## src/rtl/evt_pkg.sv

```systemverilog
// Package: shared register selector codes for the line event status bank.
// Assumes a two-bit register address on the bus.
package evt_pkg;

    localparam int REG_ADDR_W = 2;

    typedef enum logic [REG_ADDR_W-1:0] {
        REG_STATUS = 2'd0,
        REG_CLEAR  = 2'd1,
        REG_ENABLE = 2'd2,
        REG_SPARE  = 2'd3
    } evt_reg_e;

endpackage

```

## src/rtl/evt_sync_edge.sv

```systemverilog
// Module: evt_sync_edge
// Brings N_EVT asynchronous event lines into the clock domain through a chain
// of SYNC_STAGES flops per bit, then flags a one-cycle rise per bit.
// Assumes each input stays steady long enough to be seen by the first stage.
module evt_sync_edge #(
    parameter int N_EVT       = 32,
    parameter int SYNC_STAGES = 2
) (
    input  logic             clk,
    input  logic             rst_n,
    input  logic [N_EVT-1:0] raw_in,
    output logic [N_EVT-1:0] rise
);

    localparam int LAST = SYNC_STAGES - 1;

    logic [N_EVT-1:0] stage_q [SYNC_STAGES];
    logic [N_EVT-1:0] prev_q;

    // First stage captures the raw lines.
    always_ff @(posedge clk) begin
        if (!rst_n) begin
            stage_q[0] <= '0;
        end else begin
            stage_q[0] <= raw_in;
        end
    end

    // Later stages pass the value down the chain.
    for (genvar s = 1; s < SYNC_STAGES; s++) begin : g_stage
        always_ff @(posedge clk) begin
            if (!rst_n) begin
                stage_q[s] <= '0;
            end else begin
                stage_q[s] <= stage_q[s-1];
            end
        end
    end

    // Remember the last synchronised value for edge detection.
    always_ff @(posedge clk) begin
        if (!rst_n) begin
            prev_q <= '0;
        end else begin
            prev_q <= stage_q[LAST];
        end
    end

    // Flag a bit that is newly high in the synchronised domain.
    always_comb begin
        rise = stage_q[LAST] & ~prev_q;
    end

endmodule

```

## src/rtl/evt_status_bank.sv

```systemverilog
// Module: evt_status_bank
// Sticky status bits: a rise sets a bit and it then holds. A hold-clear
// vector forces bits to zero and takes priority over a rise on the same edge.
// Assumes clr_next already carries a hold-clear write that lands this cycle.
module evt_status_bank #(
    parameter int N_EVT = 32
) (
    input  logic             clk,
    input  logic             rst_n,
    input  logic [N_EVT-1:0] rise,
    input  logic [N_EVT-1:0] clr_next,
    output logic [N_EVT-1:0] status_q
);

    logic [N_EVT-1:0] status_d;

    // Per bit: set on a rise, hold otherwise, and let the clear win.
    for (genvar b = 0; b < N_EVT; b++) begin : g_bit
        always_comb begin
            if (clr_next[b]) begin
                status_d[b] = 1'b0;
            end else begin
                status_d[b] = status_q[b] | rise[b];
            end
        end
    end

    // Register the sticky bits.
    always_ff @(posedge clk) begin
        if (!rst_n) begin
            status_q <= '0;
        end else begin
            status_q <= status_d;
        end
    end

endmodule

```

## src/rtl/evt_regbus.sv

```systemverilog
// Module: evt_regbus
// Register bus side: holds the hold-clear and enable registers, answers reads
// and acknowledges every request one cycle later.
// Assumes req_addr is one of the four codes in evt_pkg.
module evt_regbus
    import evt_pkg::*;
#(
    parameter int N_EVT = 32
) (
    input  logic                  clk,
    input  logic                  rst_n,
    input  logic                  req_valid,
    input  logic                  req_write,
    input  logic [REG_ADDR_W-1:0] req_addr,
    input  logic [N_EVT-1:0]      req_wdata,
    input  logic [N_EVT-1:0]      status_q,
    output logic [N_EVT-1:0]      clr_q,
    output logic [N_EVT-1:0]      clr_next,
    output logic [N_EVT-1:0]      en_q,
    output logic                  ack,
    output logic [N_EVT-1:0]      rdata
);

    evt_reg_e         sel;
    logic             wr_clr;
    logic             wr_en;
    logic             rd_req;
    logic [N_EVT-1:0] rd_mux;

    // Decode the request into per-register strobes.
    always_comb begin
        sel    = evt_reg_e'(req_addr);
        wr_clr = req_valid && req_write && (sel == REG_CLEAR);
        wr_en  = req_valid && req_write && (sel == REG_ENABLE);
        rd_req = req_valid && !req_write;
    end

    // Next hold-clear value, shared with the status bank so the clear wins.
    always_comb begin
        clr_next = wr_clr ? req_wdata : clr_q;
    end

    // Select the read data.
    always_comb begin
        unique case (sel)
            REG_STATUS: rd_mux = status_q;
            REG_CLEAR:  rd_mux = clr_q;
            REG_ENABLE: rd_mux = en_q;
            default:    rd_mux = '0;
        endcase
    end

    // Hold-clear register.
    always_ff @(posedge clk) begin
        if (!rst_n) begin
            clr_q <= '0;
        end else begin
            clr_q <= clr_next;
        end
    end

    // Interrupt enable register.
    always_ff @(posedge clk) begin
        if (!rst_n) begin
            en_q <= '0;
        end else if (wr_en) begin
            en_q <= req_wdata;
        end
    end

    // Acknowledge and read data, one cycle after the request.
    always_ff @(posedge clk) begin
        if (!rst_n) begin
            ack   <= 1'b0;
            rdata <= '0;
        end else begin
            ack   <= req_valid;
            rdata <= rd_req ? rd_mux : '0;
        end
    end

endmodule

```

## src/rtl/evt_irq_gen.sv

```systemverilog
// Module: evt_irq_gen
// Combines the enabled status bits into one registered level and a one-cycle
// pulse on each new assertion of that level.
// Assumes status and enable are both registered upstream.
module evt_irq_gen #(
    parameter int N_EVT = 32
) (
    input  logic             clk,
    input  logic             rst_n,
    input  logic [N_EVT-1:0] status_q,
    input  logic [N_EVT-1:0] en_q,
    output logic             irq_level,
    output logic             irq_pulse
);

    logic any_hit;

    // OR-reduce the enabled status bits.
    always_comb begin
        any_hit = |(status_q & en_q);
    end

    // Register the level and mark its rising edge.
    always_ff @(posedge clk) begin
        if (!rst_n) begin
            irq_level <= 1'b0;
            irq_pulse <= 1'b0;
        end else begin
            irq_level <= any_hit;
            irq_pulse <= any_hit & ~irq_level;
        end
    end

endmodule

```

## src/rtl/line_evt_irq.sv

```systemverilog
// Module: line_evt_irq (top)
// Line event status bank with a level-held clear register, an interrupt enable
// register and a registered interrupt level and pulse.
// Assumes N_EVT equals the bus data width and one register bus clock domain.
module line_evt_irq
    import evt_pkg::*;
#(
    parameter int N_EVT       = 32,
    parameter int SYNC_STAGES = 2
) (
    input  logic                  clk,
    input  logic                  rst_n,
    input  logic [N_EVT-1:0]      evt_in,
    input  logic                  req_valid,
    input  logic                  req_write,
    input  logic [REG_ADDR_W-1:0] req_addr,
    input  logic [N_EVT-1:0]      req_wdata,
    output logic                  ack,
    output logic [N_EVT-1:0]      rdata,
    output logic                  irq_level,
    output logic                  irq_pulse
);

    logic [N_EVT-1:0] rise;
    logic [N_EVT-1:0] status_q;
    logic [N_EVT-1:0] clr_q;
    logic [N_EVT-1:0] clr_next;
    logic [N_EVT-1:0] en_q;

    evt_sync_edge #(.N_EVT(N_EVT), .SYNC_STAGES(SYNC_STAGES)) u_sync (
        .clk    (clk),
        .rst_n  (rst_n),
        .raw_in (evt_in),
        .rise   (rise)
    );

    evt_status_bank #(.N_EVT(N_EVT)) u_status (
        .clk      (clk),
        .rst_n    (rst_n),
        .rise     (rise),
        .clr_next (clr_next),
        .status_q (status_q)
    );

    evt_regbus #(.N_EVT(N_EVT)) u_bus (
        .clk       (clk),
        .rst_n     (rst_n),
        .req_valid (req_valid),
        .req_write (req_write),
        .req_addr  (req_addr),
        .req_wdata (req_wdata),
        .status_q  (status_q),
        .clr_q     (clr_q),
        .clr_next  (clr_next),
        .en_q      (en_q),
        .ack       (ack),
        .rdata     (rdata)
    );

    evt_irq_gen #(.N_EVT(N_EVT)) u_irq (
        .clk       (clk),
        .rst_n     (rst_n),
        .status_q  (status_q),
        .en_q      (en_q),
        .irq_level (irq_level),
        .irq_pulse (irq_pulse)
    );

endmodule

```

## config.mk

```make
export PLATFORM = sky130hd
export DESIGN_NAME = line_evt_irq
export DESIGN_NICKNAME = d
export VERILOG_FILES = /design/src/rtl/evt_pkg.sv /design/src/rtl/evt_sync_edge.sv /design/src/rtl/evt_status_bank.sv /design/src/rtl/evt_regbus.sv /design/src/rtl/evt_irq_gen.sv /design/src/rtl/line_evt_irq.sv
export SDC_FILE = /design/constraint.sdc
export NUM_CORES = 1
export LEC_CHECK = 0
export ABC_AREA = 1
export BUFFER_PORTS_ARGS = -buffer_cell sky130_fd_sc_hd__buf_2
export CORE_MARGIN = 3
export CORE_UTILIZATION = 40
export DETAILED_ROUTE_END_ITERATION = 8
export SLEW_MARGIN = 20
export SYNTH_ARGS = -nofsm -noshare
export SYNTH_HDL_FRONTEND = slang
export SYNTH_SLANG_ARGS = --single-unit
```

## constraint.sdc

```tcl
create_clock -name clk -period 1.69 [get_ports clk]
set_clock_uncertainty 0.15 [all_clocks]
set_input_delay 0.169 -clock clk [delete_from_list [all_inputs] [get_ports clk]]
set_output_delay 0.169 -clock clk [all_outputs]
set_load 0.005 [all_outputs]
```

Word-level counts from Yosys, hierarchy flattened
Memory sizes are Yosys's and may differ from the RTL's.
Index checks and enable logic that the tools add are counted.
{ "op_classes": {"shifts": 0, "n_mux": 6, "n_lt_le_gt_ge": 0, "mul": 0, "bitwise": 40, "div": 0, "addsub": 0, "eq_ne": 2, "reduce_logical": 40} }
{ "op_table": {"columns": ["cell", "count"], "rows": [
  ["two-way mux 32 bit", 3],
  ["one-hot mux 32 bit (3 select lines)", 1],
  ["bitwise AND 32 bit", 2],
  ["OR reduction 2 bit", 32],
  ["OR 1 bit", 34],
  ["NOT 32 bit", 1],
  ["OR reduction 32 bit", 1],
  ["logical AND 1 bit", 4],
  ["equality test 2 x 1 -> 1 bit, second input constant", 1],
  ["equality test 2 bit, second input constant", 1],
  ["logical NOT 2 bit", 1],
  ["two-way mux 1 bit", 2],
  ["NOT 1 bit", 2],
  ["AND reduction 2 bit", 1],
  ["bitwise AND 1 bit", 1],
  ["logical NOT 1 bit", 1]
]} }
{ "totals": {"register_bits": 163, "memories": 1, "out_inout_bits": 35, "latchBits": 0, "mem_bits_ro": 0, "mem_bits_rw": 64, "wordCells": 128} }
{ "memory_table": {"columns": ["memory", "words", "word_bits", "rd", "rd_clocked_by_memory_dff", "wr", "line", "source"], "rows": [
  ["u_sync.stage_q", 2, 32, 2, 0, 2, "evt_sync_edge.sv:17", "logic [N_EVT-1:0] stage_q [SYNC_STAGES];"]
]} }

Longest topological paths before layout
{ "logic_depth": {"word_depth": 4, "mapped_depth": 8} }

Modules after synthesis
From an unflattened synthesis, not the netlist that was laid out.
{ "hier_totals": {"hier_cells": 1290, "hier_area_um2": 8942.3} }
{ "by_module_without_submodules": {"columns": ["mod", "area_each_um2", "cells_each", "instances", "seq_area_each_um2"], "rows": [
  ["evt_regbus", 4491.8, 696, 1, 1941.9],
  ["evt_sync_edge", 3000.4, 363, 1, 1921.8],
  ["evt_status_bank", 1162.4, 163, 1, 640.6],
  ["evt_irq_gen", 287.8, 68, 1, 40.0]
]} }

Least setup slack after synthesis
No wires, ideal clock.
{ "synth_path": {"kind": "input-to-reg", "start": "in rst_n", "end": "reg u_bus.rdata[10]", "setup_slack_ps": 539, "stages": 6, "n_path_buf": 2, "t_arrival_ps": 945, "cell_sequence": "buf_2 -> inv_2 -> nor3b_2 -> buf_2 -> nand2_1 -> inv_1"} }
{ "synth_between": {"elab_chain_cells": 1} }
{ "synth_lines": {"columns": ["element", "line", "source"], "rows": [
  ["start: declaration", "line_evt_irq.sv:12", "input logic rst_n,"],
  ["AND reduction 2 bit (no line)", null, null],
  ["end signal: assignment", "evt_regbus.sv:78", "rdata <= rd_req ? rd_mux : '0;"],
  ["end: declaration", "evt_regbus.sv:21", "output logic [N_EVT-1:0] rdata"]
]} }
Every way passes these cells.
A chain may end at the register's enable or synchronous reset.

Worst setup path after layout
{ "layout_path": {"start": "in req_valid", "end": "reg u_status.status_q[31]"} }
{ "layout_between": {"elab_chain_cells": 4} }
{ "layout_lines": {"columns": ["element", "line", "source"], "rows": [
  ["start: declaration", "line_evt_irq.sv:14", "input logic req_valid,"],
  ["logical AND 1 bit (2 in a row)", "evt_regbus.sv:33", "wr_clr = req_valid && req_write && (sel == REG_CLEAR);"],
  ["two-way mux 32 bit", "evt_regbus.sv:40", "clr_next = wr_clr ? req_wdata : clr_q;"],
  ["OR reduction 2 bit (no line)", null, null],
  ["end signal: assignment", "evt_status_bank.sv:33", "status_q <= status_d;"],
  ["end: declaration", "evt_status_bank.sv:12", "output logic [N_EVT-1:0] status_q"]
]} }
Every way passes these cells.

==> flow_metrics.tcl <==
set metrics [dict create \
    crit_fanout 64 \
    p_leak_nw 5.43 \
    postSynthAreaPerCell_um2 7.80 \
    cp_slowest_cell "dlygate4sd3_1" \
    dieArea_mm2 0.0220 \
    cp-start-kind "input pin" \
    ys_seq_area_frac 0.562 \
    clk-insertion-delay-late_ns 0.50 \
    reg2reg_to "u_irq.irq_pulse$_SDFF_PN0_" \
    initial_core_util 0.412 \
    synthArstFlopShare 0 \
    dp_cells 1374 \
    synth_nets 1107 \
    vias_per_cell 4.34 \
    synth.area.top_cells "dfxtp_1 56%, nand2_1 15%, inv_1 8.1%, a21oi_1 3.2%, o21ai_2 2.6%" \
    tritoncts "yes" \
    combinationalPowerShare 0.064 \
    htreeDepth 1 \
    yosysWarnings 0 \
    r2r_start "u_status.status_q[25]$_SDFF_PP0_" \
    drt-total-wl_um 18200 \
    cts_buffers 24 \
    drt-wirelength-per-cell_um 12.3 \
    vias 6416 \
    p_int_mw 8.91 \
    ant_nets 0 \
    highest_layer "met4" \
    worstMarginPinSlew_ns 0.496 \
    reg2reg_slack_ns 0.40 \
    finalMaxSlewViolations 0 \
    vdd_ir_drop_max_mv 0.580 \
    arrival_ns 1.66 \
    hpwl_um 11100 \
    final_common_cell "nand2_1" \
    final_nets 1270 \
    hold_viol 0 \
    dr_wl_met3_um 748 \
    synth_edf_count 0 \
    max_slew_margin 0.669 \
    critPathKind "input pin to flip-flop" \
    period_needed_ns 1.37 \
    clkPwrFrac 0.439 \
    fin_crit_sh 0.810 \
    grt_use_total 0.166 \
    fill_cells 1882 \
    post_cts_resize_count 0 \
    p_switching_mw 2.43 \
    crit_chain "dlygate4sd3_1, buf_2, nand3_4, buf_12, nand2_1, o21ai_2, nand2_1, nor2_1" \
    die_w_um 148 \
    hold_start "rst_n" \
    final_layout_size_suffix_gt1_frac 0.167 \
    power-per-cell-area_mw_per_mm2 1100 \
    cts_root_buf "clkbuf_16" \
    layout_common_cells "314 x nand2_1, 227 x dfxtp_1, 174 x inv_1" \
    reg2reg_depth 8 \
    power_mw 11.3 \
    hold_path_class "input pin to flip-flop" \
    switching_share 0.214 \
    fin_hold_ws_ns 0.0334 \
    dpl_cell_area_mm2 0.00889 \
    drc_errors 0 \
    synth_top_area_cell "dfxtp_1" \
    ios 105 \
    critical_path_required_ns 1.98 \
    sequentialPowerShare 0.497 \
    pre_cts_slack_ns 0.316 \
    die_y_um 148 \
    route.met2.wl_um 8380 \
    fin_area_mm2 0.0103 \
    syn_inst 1037 \
    synthFlopType "dfxtp_1" \
    drv_cap 0 \
    grt_pass1_vias 6148 \
    setup_viol 0 \
    wl_met1_um 8670 \
    num_antenna_cells 0 \
    area_delta_synth_final_pct 27.3 \
    first_pass_iters 4 \
    cp_top_family "buffers and inverters" \
    cts_num_sinks 227 \
    fin_util 0.524 \
    core-area_mm2 0.0197 \
    status "completed" \
    path_buf_inv 3 \
    ys_types 20 \
    critPathCaptureType "flip-flop" \
    yosys_register_bits 227 \
    holdPathEnd "u_status.status_q[30]$_SDFF_PP0_" \
    cts.clk_slew.worst_paths_ns 0.06 \
    synth_top_area_frac 0.562 \
    drt_iter0_drc 259 \
    row_count 51 \
    io_buffers 104 \
    fin_ws_ns 0.320 \
    syn_area_mm2 0.00809 \
    antenna_found_initial 0 \
    min_path_cells 4 \
    gp_congestion 0.751 \
    setup_tns_ns 0 \
    grt_pass1_wl_um 30000 \
    rsz0062_at_grt "no" \
    max_freq_mhz 730 \
    layout.cells.non_filler 1477 \
    cpMostUsedCell "nand2_1" \
    grt_max_degree 111 \
    grt_overflow 0 \
    cts.path.max_buffers 3 \
    max_stage_delay_ns 0.53 \
]
-- cells by family (layout without fill, tap and decap cells) --
logic type / count (synthesis) / after routing / share of synthesized area
compound gates: 116 / 116 / 0.0829
buf+inv: 244 / 419 / 0.122
flops: 227 / 227 / 0.562
simple gates: 450 / 450 / 0.233
-- timing repair --
| item | 4_1_cts | 5_1_grt |
|---|---|---|
| endpoints found under the hold margin | 129 | 0 |
| setup endpoints to repair | 0 | 0 |
| hold buffers | 65 | 0 |
| setup buffers | 0 | 0 |
-- registers in the layout (all words and copies together), names as in the netlist --
register           flops
u_bus.ack              1
u_bus.rdata           32
u_sync.prev_q         32
u_bus.en_q            32
u_bus.clr_q           32
u_irq.irq_pulse        1
u_sync.stage_q        64
u_irq.irq_level        1
u_status.status_q     32
-- metal layers --
| metal | global-route usage | vias to the layer above |
|---|---|---|
| li1 | - | 3411 |
| met1 | 0.225 | 2845 |
| met2 | 0.278 | 133 |
| met3 | 0.0274 | 27 |
| met4 | 0.0425 | 0 |
| met5 | 0 | - |
-- layout make-up --
type	count	area (um2)	area share
clock buffer	35	713	0.0693
clock inverter	3	40.0	0.00389
inverter	199	772	0.0750
multi-input combinational	566	2560	0.249
sequential	227	4540	0.441
tap	265	332	0.0322
timing repair buffer	182	1330	0.130
-- how the worst max path moves through the flow --
stage	from	end	slack, ns	depth (start not counted)
floorplan	rst_n	u_bus.rdata[10]$_SDFF_PN0_	0.54	6
global placement	req_addr[0]	u_bus.rdata[14]$_SDFF_PN0_	0.35	9
detailed placement	req_addr[1]	u_bus.clr_q[11]$_SDFF_PN0_	0.32	7
CTS	req_valid	u_status.status_q[31]$_SDFF_PP0_	0.35	8
global route	req_valid	u_bus.en_q[23]$_SDFFE_PN0P_	0.21	7
finish	req_valid	u_status.status_q[31]$_SDFF_PP0_	0.32	8
-- worst register-to-register path: stages, from the launching register on --
cell     delay, ns
dfxtp_1       0.32
nand2_1       0.08
nand2_1       0.13
nor2_1        0.13
nand2_1       0.06
nor2_1        0.10
nand2_1       0.05
nand2_1       0.11
nor2_1        0.05
-- Yosys cell counts (5+ instances only) --
cell type / count
nor3_1: 31
o21ai_2: 24
clkbuf_1: 13
nor2_1: 37
inv_2: 5
o21ai_1: 40
inv_1: 174
and2_1: 31
nand2_1: 314
clkinv_2: 20
dfxtp_1: 227
buf_2: 26
nand3_1: 32
a21oi_1: 52
-- power by group through the flow --
stage               Sequential, mW  Clock (mW)  Combinational (mW)
floorplan                     5.73           0               0.381
detailed placement            5.75           0               0.615
global placement              5.75           0               0.610
finish                        5.64        4.98               0.725
CTS                           5.64        5.14               0.733
global route                  5.66        5.35               0.818
(Power assumes the default switching activity.)
